<file path="config.mk">
export PLATFORM = sky130hd
export DESIGN_NAME = i2s_dac_bridge
export DESIGN_NICKNAME = d
export VERILOG_FILES = /design/src/rtl/i2s_dac_bridge_pkg.sv /design/src/rtl/i2s_dac_bridge_sampler.sv /design/src/rtl/i2s_dac_bridge_delay.sv /design/src/rtl/i2s_dac_bridge.sv
export SDC_FILE = /design/constraint.sdc
export NUM_CORES = 1
export LEC_CHECK = 0
export ABC_AREA = 1
export BUFFER_PORTS_ARGS = -buffer_cell sky130_fd_sc_hd__clkbuf_2
export CAP_MARGIN = 20
export CELL_PAD_IN_SITES_DETAIL_PLACEMENT = 1
export CELL_PAD_IN_SITES_GLOBAL_PLACEMENT = 1
export CORE_AREA = 2 2 43 45
export CTS_CLUSTER_DIAMETER = 60
export DETAILED_ROUTE_END_ITERATION = 8
export DIE_AREA = 0 0 45 47
export PLACE_DENSITY = 0.69
export SLEW_MARGIN = 20
export SYNTH_ARGS = -nofsm -noshare
export SYNTH_HDL_FRONTEND = slang
export SYNTH_SLANG_ARGS = --single-unit
</file>
<file path="constraint.sdc">
create_clock -name i2s_bclk -period 0.8 [get_ports i2s_bclk]
set_input_delay 0.12 -clock i2s_bclk [delete_from_list [all_inputs] [get_ports i2s_bclk]]
set_output_delay 0.12 -clock i2s_bclk [all_outputs]
set_load 0.05 [all_outputs]
</file>
<file path="src/rtl/i2s_dac_bridge_pkg.sv">
`timescale 1ns/1ps
package i2s_dac_bridge_pkg;

    // State of the rising-edge front stage
    typedef struct packed {
        logic lr;        // LRCLK as sampled on the last rising edge
        logic quiet;     // 1 while the sampled half-frame is the parked one
        logic msb_next;  // next sample is the MSB of the selected slot
        logic bit_v;     // sampled data bit, MSB already inverted
    } smp_state_t;

    localparam smp_state_t SMP_RESET = '{lr: 1'b1, quiet: 1'b1, msb_next: 1'b0, bit_v: 1'b0};

    // Parked half: the slot that is not selected
    function automatic logic park_level(input logic lr, input logic sel_right);
        return lr ^ sel_right;
    endfunction

endpackage

</file>
<file path="src/rtl/i2s_dac_bridge_sampler.sv">
`timescale 1ns/1ps
module i2s_dac_bridge_sampler
    import i2s_dac_bridge_pkg::*;
#(
    parameter bit SEL_RIGHT = 1'b0
) (
    input  logic i2s_bclk,
    input  logic rst_n,
    input  logic i2s_lrclk,
    input  logic i2s_sdata,
    output logic smp_bit,
    output logic smp_quiet
);

    smp_state_t st_d, st_q;

    always_comb begin
        st_d          = st_q;
        st_d.lr       = i2s_lrclk;
        st_d.quiet    = park_level(i2s_lrclk, SEL_RIGHT);
        // The LRCLK edge into the selected slot is seen one bit before its MSB
        st_d.msb_next = (i2s_lrclk != st_q.lr) && (i2s_lrclk == SEL_RIGHT);
        // Two's complement to binary offset: flip only the slot MSB
        st_d.bit_v    = i2s_sdata ^ st_q.msb_next;
    end

    always_ff @(posedge i2s_bclk or negedge rst_n) begin
        if (!rst_n) st_q <= SMP_RESET;
        else        st_q <= st_d;
    end

    assign smp_bit   = st_q.bit_v;
    assign smp_quiet = st_q.quiet;


    msb_pulse_chk: assert property (@(posedge i2s_bclk) disable iff (!rst_n)
        st_q.msb_next |=> !st_q.msb_next);

endmodule

</file>
<file path="src/rtl/i2s_dac_bridge_delay.sv">
`timescale 1ns/1ps
module i2s_dac_bridge_delay #(
    parameter int DEPTH   = 4,
    parameter bit RST_VAL = 1'b0,
    parameter bit SQUELCH = 1'b0
) (
    input  logic i2s_bclk,
    input  logic rst_n,
    input  logic din,
    input  logic mute,
    output logic dout
);

    logic [DEPTH-1:0] chain_d, chain_q;

    always_comb begin
        chain_d[0] = din;
        for (int i = 1; i < DEPTH; i++) begin
            chain_d[i] = chain_q[i-1];
        end
        // Force the output stage to zero for the bits that meet a parked clock
        if (SQUELCH && mute) begin
            chain_d[DEPTH-1] = 1'b0;
        end
    end

    // Falling-edge stages: outputs move half a period away from DAC capture
    always_ff @(negedge i2s_bclk or negedge rst_n) begin
        if (!rst_n) chain_q <= {DEPTH{RST_VAL}};
        else        chain_q <= chain_d;
    end

    assign dout = chain_q[DEPTH-1];

endmodule

</file>
<file path="src/rtl/i2s_dac_bridge.sv">
`timescale 1ns/1ps
module i2s_dac_bridge #(
    parameter int SLOT_W     = 32,
    parameter int WORD_W     = 16,
    parameter int LATCH_DLY  = 2,
    parameter bit CHAN_RIGHT = 1'b0
) (
    input  logic i2s_bclk,
    input  logic rst_n,
    input  logic i2s_lrclk,
    input  logic i2s_sdata,
    output logic dac_sck,
    output logic dac_sdi,
    output logic dac_cs_n
);

    // Data stages so the slot's top WORD_W bits end on the last run edge
    localparam int DATA_DEPTH = SLOT_W - WORD_W;
    localparam int LAT_DEPTH  = LATCH_DLY + 1;
    localparam int FRAME_BCLK = 2 * SLOT_W;
    localparam int CNT_W      = $clog2(FRAME_BCLK);

    logic smp_bit;
    logic clk_hold;

    i2s_dac_bridge_sampler #(
        .SEL_RIGHT (CHAN_RIGHT)
    ) u_sampler (
        .i2s_bclk  (i2s_bclk),
        .rst_n     (rst_n),
        .i2s_lrclk (i2s_lrclk),
        .i2s_sdata (i2s_sdata),
        .smp_bit   (smp_bit),
        .smp_quiet (clk_hold)
    );

    i2s_dac_bridge_delay #(
        .DEPTH   (DATA_DEPTH),
        .RST_VAL (1'b0),
        .SQUELCH (1'b1)
    ) u_data_dly (
        .i2s_bclk (i2s_bclk),
        .rst_n    (rst_n),
        .din      (smp_bit),
        .mute     (clk_hold),
        .dout     (dac_sdi)
    );

    i2s_dac_bridge_delay #(
        .DEPTH   (LAT_DEPTH),
        .RST_VAL (1'b1),
        .SQUELCH (1'b0)
    ) u_latch_dly (
        .i2s_bclk (i2s_bclk),
        .rst_n    (rst_n),
        .din      (clk_hold),
        .mute     (1'b0),
        .dout     (dac_cs_n)
    );

    // Hold changes on the rising edge, while BCLK is already high
    assign dac_sck = i2s_bclk | clk_hold;

    // ---------------- checks ----------------
    typedef struct packed {
        logic             cs_prev;
        logic             seen;
        logic [CNT_W-1:0] gap;
    } mon_t;

    mon_t mon_d, mon_q;

    always_comb begin
        mon_d         = mon_q;
        mon_d.cs_prev = dac_cs_n;
        if (dac_cs_n && !mon_q.cs_prev) begin
            mon_d.gap  = '0;
            mon_d.seen = 1'b1;
        end else begin
            mon_d.gap  = mon_q.gap + 1'b1;
        end
    end

    always_ff @(posedge i2s_bclk or negedge rst_n) begin
        if (!rst_n) mon_q <= '{cs_prev: 1'b1, seen: 1'b0, gap: '0};
        else        mon_q <= mon_d;
    end


    latch_quiet_chk: assert property (@(posedge i2s_bclk) disable iff (!rst_n)
        $rose(dac_cs_n) |-> clk_hold);


    sdi_idle_chk: assert property (@(posedge i2s_bclk) disable iff (!rst_n)
        clk_hold |-> !dac_sdi);


    cs_open_chk: assert property (@(posedge i2s_bclk) disable iff (!rst_n)
        $fell(dac_cs_n) |-> (!clk_hold && !$past(clk_hold) && !$past(clk_hold, 2)));


    frame_period_chk: assert property (@(posedge i2s_bclk) disable iff (!rst_n)
        (dac_cs_n && !mon_q.cs_prev && mon_q.seen) |-> (mon_q.gap == CNT_W'(FRAME_BCLK - 1)));

endmodule

</file>
==> results of run 1 <==
## power groups by stage
stage / Sequential, mW / Combinational (mW) / Clock (mW)
final: 1.24 / 0.149 / 0.913
after global routing: 1.25 / 0.163 / 1.04
after CTS: 1.24 / 0.121 / 0.925
after detailed placement: 1.25 / 0.0928 / 0.224
after global placement: 1.25 / 0.0880 / 0.224
after floorplan: 1.27 / 0.0127 / 0.201
## what timing repair did
action                     in CTS  in global routing
resized for setup              11                  7
setup endpoints to repair       8                 24
hold buffers                    2                  1
buffers inserted                2                  4
hold endpoints to repair        7                  1
pin swaps                       1                  1
## cell families (layout without fill, tap and decap cells)
logic type             count (synthesis)  after routing
buffers and inverters                  5             29
flip-flops                            22             22
AND/OR/NAND/NOR                        6              6
## routing by layer
layer  GRT usage  part of all wire  vias to the layer above
met5           0                 0                        -
met4       0.124             0.056                        0
met1       0.144              0.41                      160
met2       0.143              0.45                       13
met3      0.0731             0.075                        6
li1            -                 -                      142
## flip-flops by register name, indices dropped and copies added, names as in the netlist
register	cells
u_data_dly.chain_q	16
u_latch_dly.chain_q	3
u_sampler.smp_bit	1
u_sampler.smp_quiet	1
u_sampler.st_q	1
## synthesized netlist by cell type
library cell / number / share of area
nand2_1: 4 / 0.025
nor2_2: 1 / 0.010
nor2_1: 1 / 0.0063
dfstp_2: 4 / 0.18
dfrtp_1: 2 / 0.084
dfrtn_1: 16 / 0.67
inv_1: 5 / 0.031
## cell type report
class	count	share of cell area
flip-flops and latches	22	0.641
clock buffers	4	0.0548
well taps	17	0.0245
clock inverters	5	0.0216
repair buffers	16	0.195
inverters	4	0.0231
multi-input cells	6	0.0404
## how the worst max path moves through the flow
| stage | slack [ns] | cells after the start | startpoint | end |
|---|---|---|---|---|
| after detailed placement | -0.48 | 1 | u_latch_dly.chain_q[2]$_DFF_NN1_ | dac_cs_n |
| after global routing | -0.80 | 1 | u_latch_dly.chain_q[2]$_DFF_NN1_ | dac_cs_n |
| after floorplan | -0.38 | 0 | u_latch_dly.chain_q[2]$_DFF_NN1_ | dac_cs_n |
| after CTS | -0.78 | 1 | u_latch_dly.chain_q[2]$_DFF_NN1_ | dac_cs_n |
| after global placement | -0.47 | 1 | u_latch_dly.chain_q[2]$_DFF_NN1_ | dac_cs_n |
| final | -0.75 | 1 | u_latch_dly.chain_q[2]$_DFF_NN1_ | dac_cs_n |
## worst min-delay path, delay by kind of cell
| family | cells | cell delay (ns) |
|---|---|---|
| AND/OR/NAND/NOR | 2 | 0.10 |
| buffers and inverters | 1 | 0.09 |
==> flow_summary_export.csv, run 1 <==
group,metric,value,unit
worst_setup_path,r2r_setup_slack,-0.53,ns
cells_and_area,final_core_util,0.525,
sta,setup_tns,-3.20,ns
sta,worst_pin_slew,0.286,ns
cells_and_area,antenna_cells,0,
global_route,antenna_found_initial,0,
sta,rsz0062_at_grt,"true",
floorplan,start_util,0.363,
sta,whs,0.0226,ns
run_status,status,"finished with violations",
route,drcViolationCount,0,
cells_and_area,drive_above_1_share,0.456,
hold_path,min_from,"i2s_sdata",
global_route,grt_overflow_total,0,
logic_synthesis,syn_avg_cell_area,18.2,sq um
global_route,grt.total_usage,0.121,
place,placed_area,693,sq um
worst_setup_path,start_kind,"register",
sta,setup_viol_count_final,8,
cells_and_area,fillers,162,
worst_setup_path,criticalPathCategory,"reg2out",
global_route,grt_pass1_wl,1.62,mm
cells_and_area,register_area,556,sq um
logic_synthesis,synth_compound_area_frac,0,
place,globalplace.congestion,0.665,
sta,hold_viol_final,0,
logic_synthesis,synthCells,33,
job,cap_violations,0,
worst_setup_path,crit-reg2reg-capture,"u_latch_dly.chain_q[0]$_DFF_NN1_",
floorplan,die_x,45,microns
cells_and_area,nets,62,
clock_tree,cts_tree,"yes",
clock_tree,clkTransAtPathRegs,0.12,ns
cells_and_area,final_common_cell,"dfrtn_1",
power_and_ir_drop,leakage,0.446,nW
clock_tree,cts_root_buf,"clkbuf_4",
floorplan,dieArea,2120,sq um
power_and_ir_drop,power_density,2650,nW/um^2
logic_synthesis,synth-xor-area-share,0,
cells_and_area,multi_input_area,35.0,sq um
clock_tree,h-tree-depth,1,
clock_tree,insertion_delay,0.35,ns
logic_synthesis,yosysWarnings,0,
worst_setup_path,slowest_stage,"dfstp_2",
logic_synthesis,ys_ff_latch,22,
clock_tree,clockBufferDepth,2,
route,wire_per_inst,14.3,microns
sta,fin_skew,0.0539,ns
worst_setup_path,cp_top_family,"flip-flops",
logic_synthesis,synth-simple-area-share,0.0418,
hold_path,hp-class,"in2reg",
logic_synthesis,synth_mux_area_frac,0,
floorplan,die_h,47,microns
power_and_ir_drop,irDropWorstVdd,1.15,mV
hold_path,min_to,"u_sampler.smp_bit$_DFF_PN0_",
global_route,grt_max_degree,16,
cells_and_area,final_cells,74,
worst_setup_path,crit_fanout,1,
power_and_ir_drop,p_sw,665,uW
cells_and_area,design_area,867,sq um
logic_synthesis,synth-seq-area-share,0.927,
run_status,violations,"negative setup slack",
worst_setup_path,cpPeakStageDelay,0.53,ns
logic_synthesis,synth_top_family_by_area,"simple AND/OR/NAND/NOR gates",
power_and_ir_drop,p_sw_frac,0.289,
power_and_ir_drop,power,2.30,mW
worst_setup_path,ff2ff_path_depth,4,
place,dp_hpwl,560,microns
logic_synthesis,synthDistinctLibCells,7,
route,vias_per_cell,4.34,
cells_and_area,layout_common_cells,"dfrtn_1 (16), inv_1 (7), buf_6 (5)",
sta,relSlewSlack,0.809,
sta,fin_ws,-0.754,ns
route,drtIter0Drc,3,
clock_tree,cts_buffers,3,
floorplan,ios,7,
power_and_ir_drop,p_seq_frac,0.538,
route,vias,321,
hold_path,hold_path_depth,3,
power_and_ir_drop,clkPwrFrac,0.397,
logic_synthesis,syn-num-nets,37,
floorplan,core-area,1650,sq um
worst_setup_path,critPathArrivalTime,1.43,ns
worst_setup_path,end_kind,"primary output",
global_route,grt_pass1_vias,349,
place,pre_cts_slack,-0.476,ns
place,placed_cells,59,
route,routed_wirelength,1.06,mm
place,portBuffers,6,
worst_setup_path,critPathBufInv,1,
logic_synthesis,synth_fa_ha_area_frac,0,
power_and_ir_drop,p_int,1.64,mW
worst_setup_path,reg2reg_from,"u_sampler.smp_quiet$_DFF_PN1_",
logic_synthesis,syn_area,599,sq um
cells_and_area,synthToLayoutAreaGrowth,44.7,%
floorplan,rows,15,
worst_setup_path,path_cells,"buf_8",
route,antenna_left,0,
sta,finalMaxSlewViolations,0,
worst_setup_path,cp.required,0.68,ns
power_and_ir_drop,p_comb_frac,0.065,
route,firstDrtPassIters,4,
(Power assumes the default switching activity.)
==> run 2: changes to the inputs <==
- CORE_AREA: 2 2 43 45 -> 10 10 51 53
- DIE_AREA: 0 0 45 47 -> 0 0 61 63
==> run 2 against run 1 <==
- wire length decreased by 8.7%
- register-to-register slack better by 0.18 ns
- power fell by 2.2%
- clock skew rose by 0.0035 ns
- non-clock buffer count fell by 4
- the run still ends with negative setup slack left
==> flow_summary_export.csv, run 2 (synthesis gave the netlist of run 1 again) <==
group,metric,value,unit
clock_tree,clkTransAtPathRegs,0.11,ns
sta,fin_ws,-0.738,ns
worst_setup_path,end_kind,"primary output",
clock_tree,insertion_delay,0.35,ns
sta,relSlewSlack,0.809,
cells_and_area,regMostFlops,"u_data_dly.chain_q",
power_and_ir_drop,irDropWorstVdd,1.35,mV
global_route,grt_max_degree,16,
cells_and_area,multi_input_area,40.0,sq um
sta,hold_viol_final,0,
cells_and_area,reg_top3,"u_data_dly.chain_q (16), u_latch_dly.chain_q (3)",
clock_tree,h-tree-depth,1,
power_and_ir_drop,power_density,2670,nW/um^2
cells_and_area,drive_above_1_share,0.396,
worst_setup_path,ff2ff_path_depth,2,
cells_and_area,nets,58,
power_and_ir_drop,clkPwrFrac,0.389,
worst_setup_path,critPathArrivalTime,1.42,ns
hold_path,hp-class,"in2reg",
clock_tree,cts_root_buf,"clkbuf_4",
global_route,grt_overflow_total,0,
sta,finalMaxSlewViolations,0,
worst_setup_path,cp_top_family,"flip-flops",
place,globalplace.congestion,0.631,
route,wire_per_inst,13.8,microns
worst_setup_path,path_cells,"buf_12",
cells_and_area,antenna_cells,0,
worst_setup_path,reg2reg_from,"u_sampler.smp_quiet$_DFF_PN1_",
worst_setup_path,critPathBufInv,1,
floorplan,ios,7,
worst_setup_path,cp.depth,1,
sta,whs,0.0350,ns
sta,rsz0062_at_grt,"true",
route,antenna_left,0,
floorplan,start_util,0.363,
route,drcViolationCount,0,
floorplan,die_x,61,microns
sta,setup_tns,-2.81,ns
worst_setup_path,r2r_setup_slack,-0.35,ns
clock_tree,cts_tree,"yes",
power_and_ir_drop,p_comb_frac,0.062,
route,drtIter0Drc,1,
route,routed_wirelength,965,microns
job,cap_violations,0,
sta,fin_skew,0.0574,ns
worst_setup_path,criticalPathCategory,"reg2out",
worst_setup_path,start_kind,"register",
hold_path,min_to,"u_sampler.smp_bit$_DFF_PN0_",
power_and_ir_drop,p_sw_frac,0.272,
global_route,grt_pass1_wl,1.64,mm
cells_and_area,final_core_util,0.510,
cells_and_area,register_area,556,sq um
worst_setup_path,cpPeakStageDelay,0.53,ns
place,placed_area,723,sq um
cells_and_area,fillers,155,
route,vias,292,
place,portBuffers,6,
global_route,grt.total_usage,0.0583,
power_and_ir_drop,leakage,0.425,nW
sta,worst_pin_slew,0.287,ns
worst_setup_path,cp.required,0.68,ns
floorplan,rows,15,
cells_and_area,largest_reg_flops,16,
cells_and_area,synthToLayoutAreaGrowth,40.5,%
power_and_ir_drop,p_sw,612,uW
worst_setup_path,crit_fanout,1,
worst_setup_path,crit-reg2reg-capture,"u_latch_dly.chain_q[0]$_DFF_NN1_",
sta,setup_viol_count_final,8,
run_status,violations,"negative setup slack",
cells_and_area,final_common_cell,"dfrtn_1",
run_status,status,"finished with violations",
route,firstDrtPassIters,2,
floorplan,die_h,63,microns
power_and_ir_drop,p_seq_frac,0.550,
cells_and_area,design_area,842,sq um
global_route,grt_pass1_vias,363,
clock_tree,clockBufferDepth,2,
floorplan,dieArea,3840,sq um
worst_setup_path,slowest_stage,"dfstp_2",
floorplan,core-area,1650,sq um
route,vias_per_cell,4.17,
power_and_ir_drop,p_int,1.64,mW
hold_path,min_from,"i2s_sdata",
clock_tree,cts_buffers,3,
hold_path,hold_path_depth,3,
cells_and_area,layout_common_cells,"dfrtn_1 (16), inv_1 (7), dfstp_2 (4)",
place,dp_hpwl,550,microns
global_route,antenna_found_initial,0,
-- run 2: cell types whose count changed in the layout (fill, tap and decap cells not counted) --
cell and delta:
nor2_2 -1, nor2_4 +1, inv_4 +1, inv_6 -1, clkbuf_1 +1, buf_6 -2, buf_4 -2, inv_2 -1
buf_8 -2, buf_12 +2
-- run 2: what timing repair did --
action | CTS | global route
pin swaps | 1 | 1
hold endpoints to repair | 7 | 1
hold buffers | 2 | 1
setup buffers | 3 | 2
endpoints found under the setup margin | 8 | 24
resized for setup | 9 | 4
-- run 2: worst max-delay path by stage --
stage | from | to | slack (ns)
floorplan | u_latch_dly.chain_q[2]$_DFF_NN1_ | dac_cs_n | -0.38
global placement | u_latch_dly.chain_q[2]$_DFF_NN1_ | dac_cs_n | -0.37
detailed placement | u_latch_dly.chain_q[2]$_DFF_NN1_ | dac_cs_n | -0.38
CTS | u_latch_dly.chain_q[2]$_DFF_NN1_ | dac_cs_n | -0.76
global route | u_latch_dly.chain_q[2]$_DFF_NN1_ | dac_cs_n | -0.79
finish | u_latch_dly.chain_q[2]$_DFF_NN1_ | dac_cs_n | -0.74
-- run 2: layout make-up --
| type | count | share of cell area |
|---|---|---|
| sequential | 22 | 0.660 |
| timing repair buffer | 12 | 0.168 |
| clock buffer | 5 | 0.0609 |
| multi-input combinational | 6 | 0.0475 |
| tap | 17 | 0.0253 |
| inverter | 4 | 0.0208 |
| clock inverter | 4 | 0.0178 |
-- run 2: power groups by stage --
stage | combinational (mW) | sequential [mW] | clock, mW
after floorplan | 0.0127 | 1.27 | 0.201
after global placement | 0.108 | 1.25 | 0.224
after detailed placement | 0.112 | 1.25 | 0.224
after CTS | 0.139 | 1.24 | 0.951
after global routing | 0.151 | 1.25 | 0.994
final | 0.138 | 1.24 | 0.874
-- run 2: per-stage QoR --
stage | instances | worst slack (ns) | power (mW)
after floorplan | 33 | -0.376 | 1.48
after global placement | 59 | -0.373 | 1.59
after detailed placement | 59 | -0.377 | 1.59
after CTS | 70 | -0.760 | 2.33
after global routing | 70 | -0.794 | 2.39
final | 70 | -0.738 | 2.25
-- run 2: metal layers --
metal,GRT usage,part of all wire,up-vias
li1,-,-,133
met3,0.0244,0.051,0
met5,0,0,-
met2,0.0829,0.52,7
met1,0.0658,0.43,152
met4,0.0440,0,0
==> run 3: changes to the inputs <==
- BUFFER_PORTS_ARGS: -buffer_cell sky130_fd_sc_hd__clkbuf_2 -> unset
- CORE_AREA: 10 10 51 53 -> 10 10 48 53
- DIE_AREA: 0 0 61 63 -> 0 0 58 63
- DONT_BUFFER_PORTS: unset -> 1
- PLACE_DENSITY: 0.69 -> 0.68
- RECOVER_POWER: unset -> 100
==> run 3 against run 2 <==
- the run still ends with negative setup slack left
- cell count down 1.4%
- clock power down 3.8%
- design area down 2.7%
- count of clock-buffer cells in the layout down 2
- power down 1.5%
- sequential power about the same
- setup slack worse by 0.021 ns
- wire length up 15%
- non-clock buffer count unchanged
- critical path type unchanged
==> flow_summary_export.csv, run 3 (synthesis gave the netlist of run 1 again) <==
group,metric,value,unit
run_status,status,"finished with violations",
run_status,violations,"negative setup slack",
place,pre_cts_slack,-0.394,ns
job,cap_violations,0,
global_route,grt_pass1_wl,1.84,mm
global_route,grt_max_degree,23,
power_and_ir_drop,p_sw_frac,0.307,
power_and_ir_drop,p_sw,681,uW
route,wire_per_inst,16.1,microns
sta,setup_viol_count_final,28,
floorplan,dieArea,3650,sq um
worst_setup_path,cp.required,0.68,ns
route,vias,293,
power_and_ir_drop,p_comb_frac,0.057,
power_and_ir_drop,irDropWorstVdd,1.71,mV
cells_and_area,layout_common_cells,"dfrtn_1 (16), inv_1 (7), buf_6 (6)",
cells_and_area,drive_above_1_share,0.385,
global_route,antenna_found_initial,0,
worst_setup_path,end_kind,"primary output",
cells_and_area,reg_top3,"u_data_dly.chain_q (16), u_latch_dly.chain_q (3)",
clock_tree,cts_tree,"yes",
clock_tree,cts_buffers,3,
sta,hold_viol_final,0,
cells_and_area,final_common_cell,"dfrtn_1",
route,routed_wirelength,1.11,mm
sta,rsz0062_at_grt,"true",
floorplan,start_util,0.389,
place,dp_hpwl,601,microns
power_and_ir_drop,p_seq_frac,0.564,
clock_tree,h-tree-depth,1,
global_route,grt_pass1_vias,378,
cells_and_area,synthToLayoutAreaGrowth,36.7,%
cells_and_area,antenna_cells,0,
floorplan,die_h,63,microns
clock_tree,clkTransAtPathRegs,0.08,ns
route,drcViolationCount,0,
sta,fin_ws,-0.759,ns
sta,worst_pin_slew,1.04,ns
route,antenna_left,0,
cells_and_area,fillers,150,
floorplan,die_x,58,microns
route,firstDrtPassIters,2,
sta,whs,0.243,ns
sta,relSlewSlack,0.309,
cells_and_area,nets,57,
worst_setup_path,critPathArrivalTime,1.44,ns
worst_setup_path,criticalPathCategory,"reg2out",
power_and_ir_drop,power_density,2700,nW/um^2
clock_tree,cts_root_buf,"clkbuf_4",
clock_tree,clockBufferDepth,2,
global_route,grt_overflow_total,0,
floorplan,rows,15,
worst_setup_path,start_kind,"register",
power_and_ir_drop,leakage,0.392,nW
place,portBuffers,0,
clock_tree,insertion_delay,0.39,ns
global_route,grt.total_usage,0.0716,
sta,finalMaxSlewViolations,0,
cells_and_area,regMostFlops,"u_data_dly.chain_q",
route,vias_per_cell,4.25,
route,drtIter0Drc,2,
place,globalplace.congestion,0.605,
floorplan,ios,7,
hold_path,hp-class,"in2async",
floorplan,core-area,1540,sq um
sta,fin_skew,0.0766,ns
power_and_ir_drop,clkPwrFrac,0.380,
cells_and_area,largest_reg_flops,16,
worst_setup_path,crit_fanout,1,
power_and_ir_drop,p_int,1.53,mW
run 3: changes by cell type in the layout (fill, tap and decap cells not counted), sizes merged:
cell          previous run  this run
buf                      6         8
dlymetal6s4s             1         0
clkinvlp                 0         1
clkbuf                   8         4
dlygate4sd3              2         3
run 3: per-stage QoR:
step,TNS [ns],cells,cell area [sq um],util,power (mW)
after floorplan,-1.35,33,607,-,1.48
after global placement,-1.58,53,663,0.431,1.51
after detailed placement,-1.64,53,663,0.431,1.52
after CTS,-12.24,67,805,0.523,2.23
after global routing,-9.15,69,820,0.533,2.36
final,-5.10,69,820,0.533,2.22
run 3: layout make-up:
cell class | instances | area, sq um | area share
Inverter | 4 | 20.0 | 0.0244
Multi-Input combinational cell | 6 | 48.8 | 0.0595
Clock buffer | 3 | 22.5 | 0.0275
Sequential cell | 22 | 556 | 0.678
Tap cell | 17 | 21.3 | 0.0260
Timing Repair Buffer | 12 | 129 | 0.157
Clock inverter | 5 | 22.5 | 0.0275
run 3: path summary, 6_finish.rpt:
path                       slack (ns)  cells past startpoint                          endpoint                             start
max                             -0.76                      0                          dac_cs_n  u_latch_dly.chain_q[2]$_DFF_NN1_
min                              0.24                      1  u_data_dly.chain_q[11]$_DFF_NN0_                             rst_n
max reg2reg                     -0.51                      4  u_latch_dly.chain_q[0]$_DFF_NN1_     u_sampler.smp_quiet$_DFF_PN1_
min reg2reg                      0.30                      0   u_data_dly.chain_q[7]$_DFF_NN0_   u_data_dly.chain_q[6]$_DFF_NN0_
max in group asynchronous       -0.23                      2       u_sampler.st_q[1]$_DFF_PN0_                             rst_n
min in group i2s_bclk            0.30                      0   u_data_dly.chain_q[7]$_DFF_NN0_   u_data_dly.chain_q[6]$_DFF_NN0_
run 3: power groups by stage:
stage                     combinational (mW)  clock, mW  sequential (mW)
after global routing                   0.138      0.960             1.26
final                                  0.126      0.841             1.25
after detailed placement              0.0499      0.201             1.27
after global placement                0.0475      0.201             1.26
after CTS                              0.117      0.862             1.25
after floorplan                       0.0127      0.201             1.27
run 3: routing by layer:
layer	vias up	track usage	share of wire
li1	132	-	-
met1	150	0.0616	0.37
met2	7	0.106	0.54
met3	4	0.0508	0.057
met4	0	0.0647	0.034
met5	-	0	0
run 3: timing repair:
item	in CTS	in global routing
gates cloned	0	0
buffers inserted	4	3
pin swaps	1	1
endpoints found under the hold margin	25	2
gates resized for setup	10	6
hold buffers	3	1
setup endpoints to repair	8	30
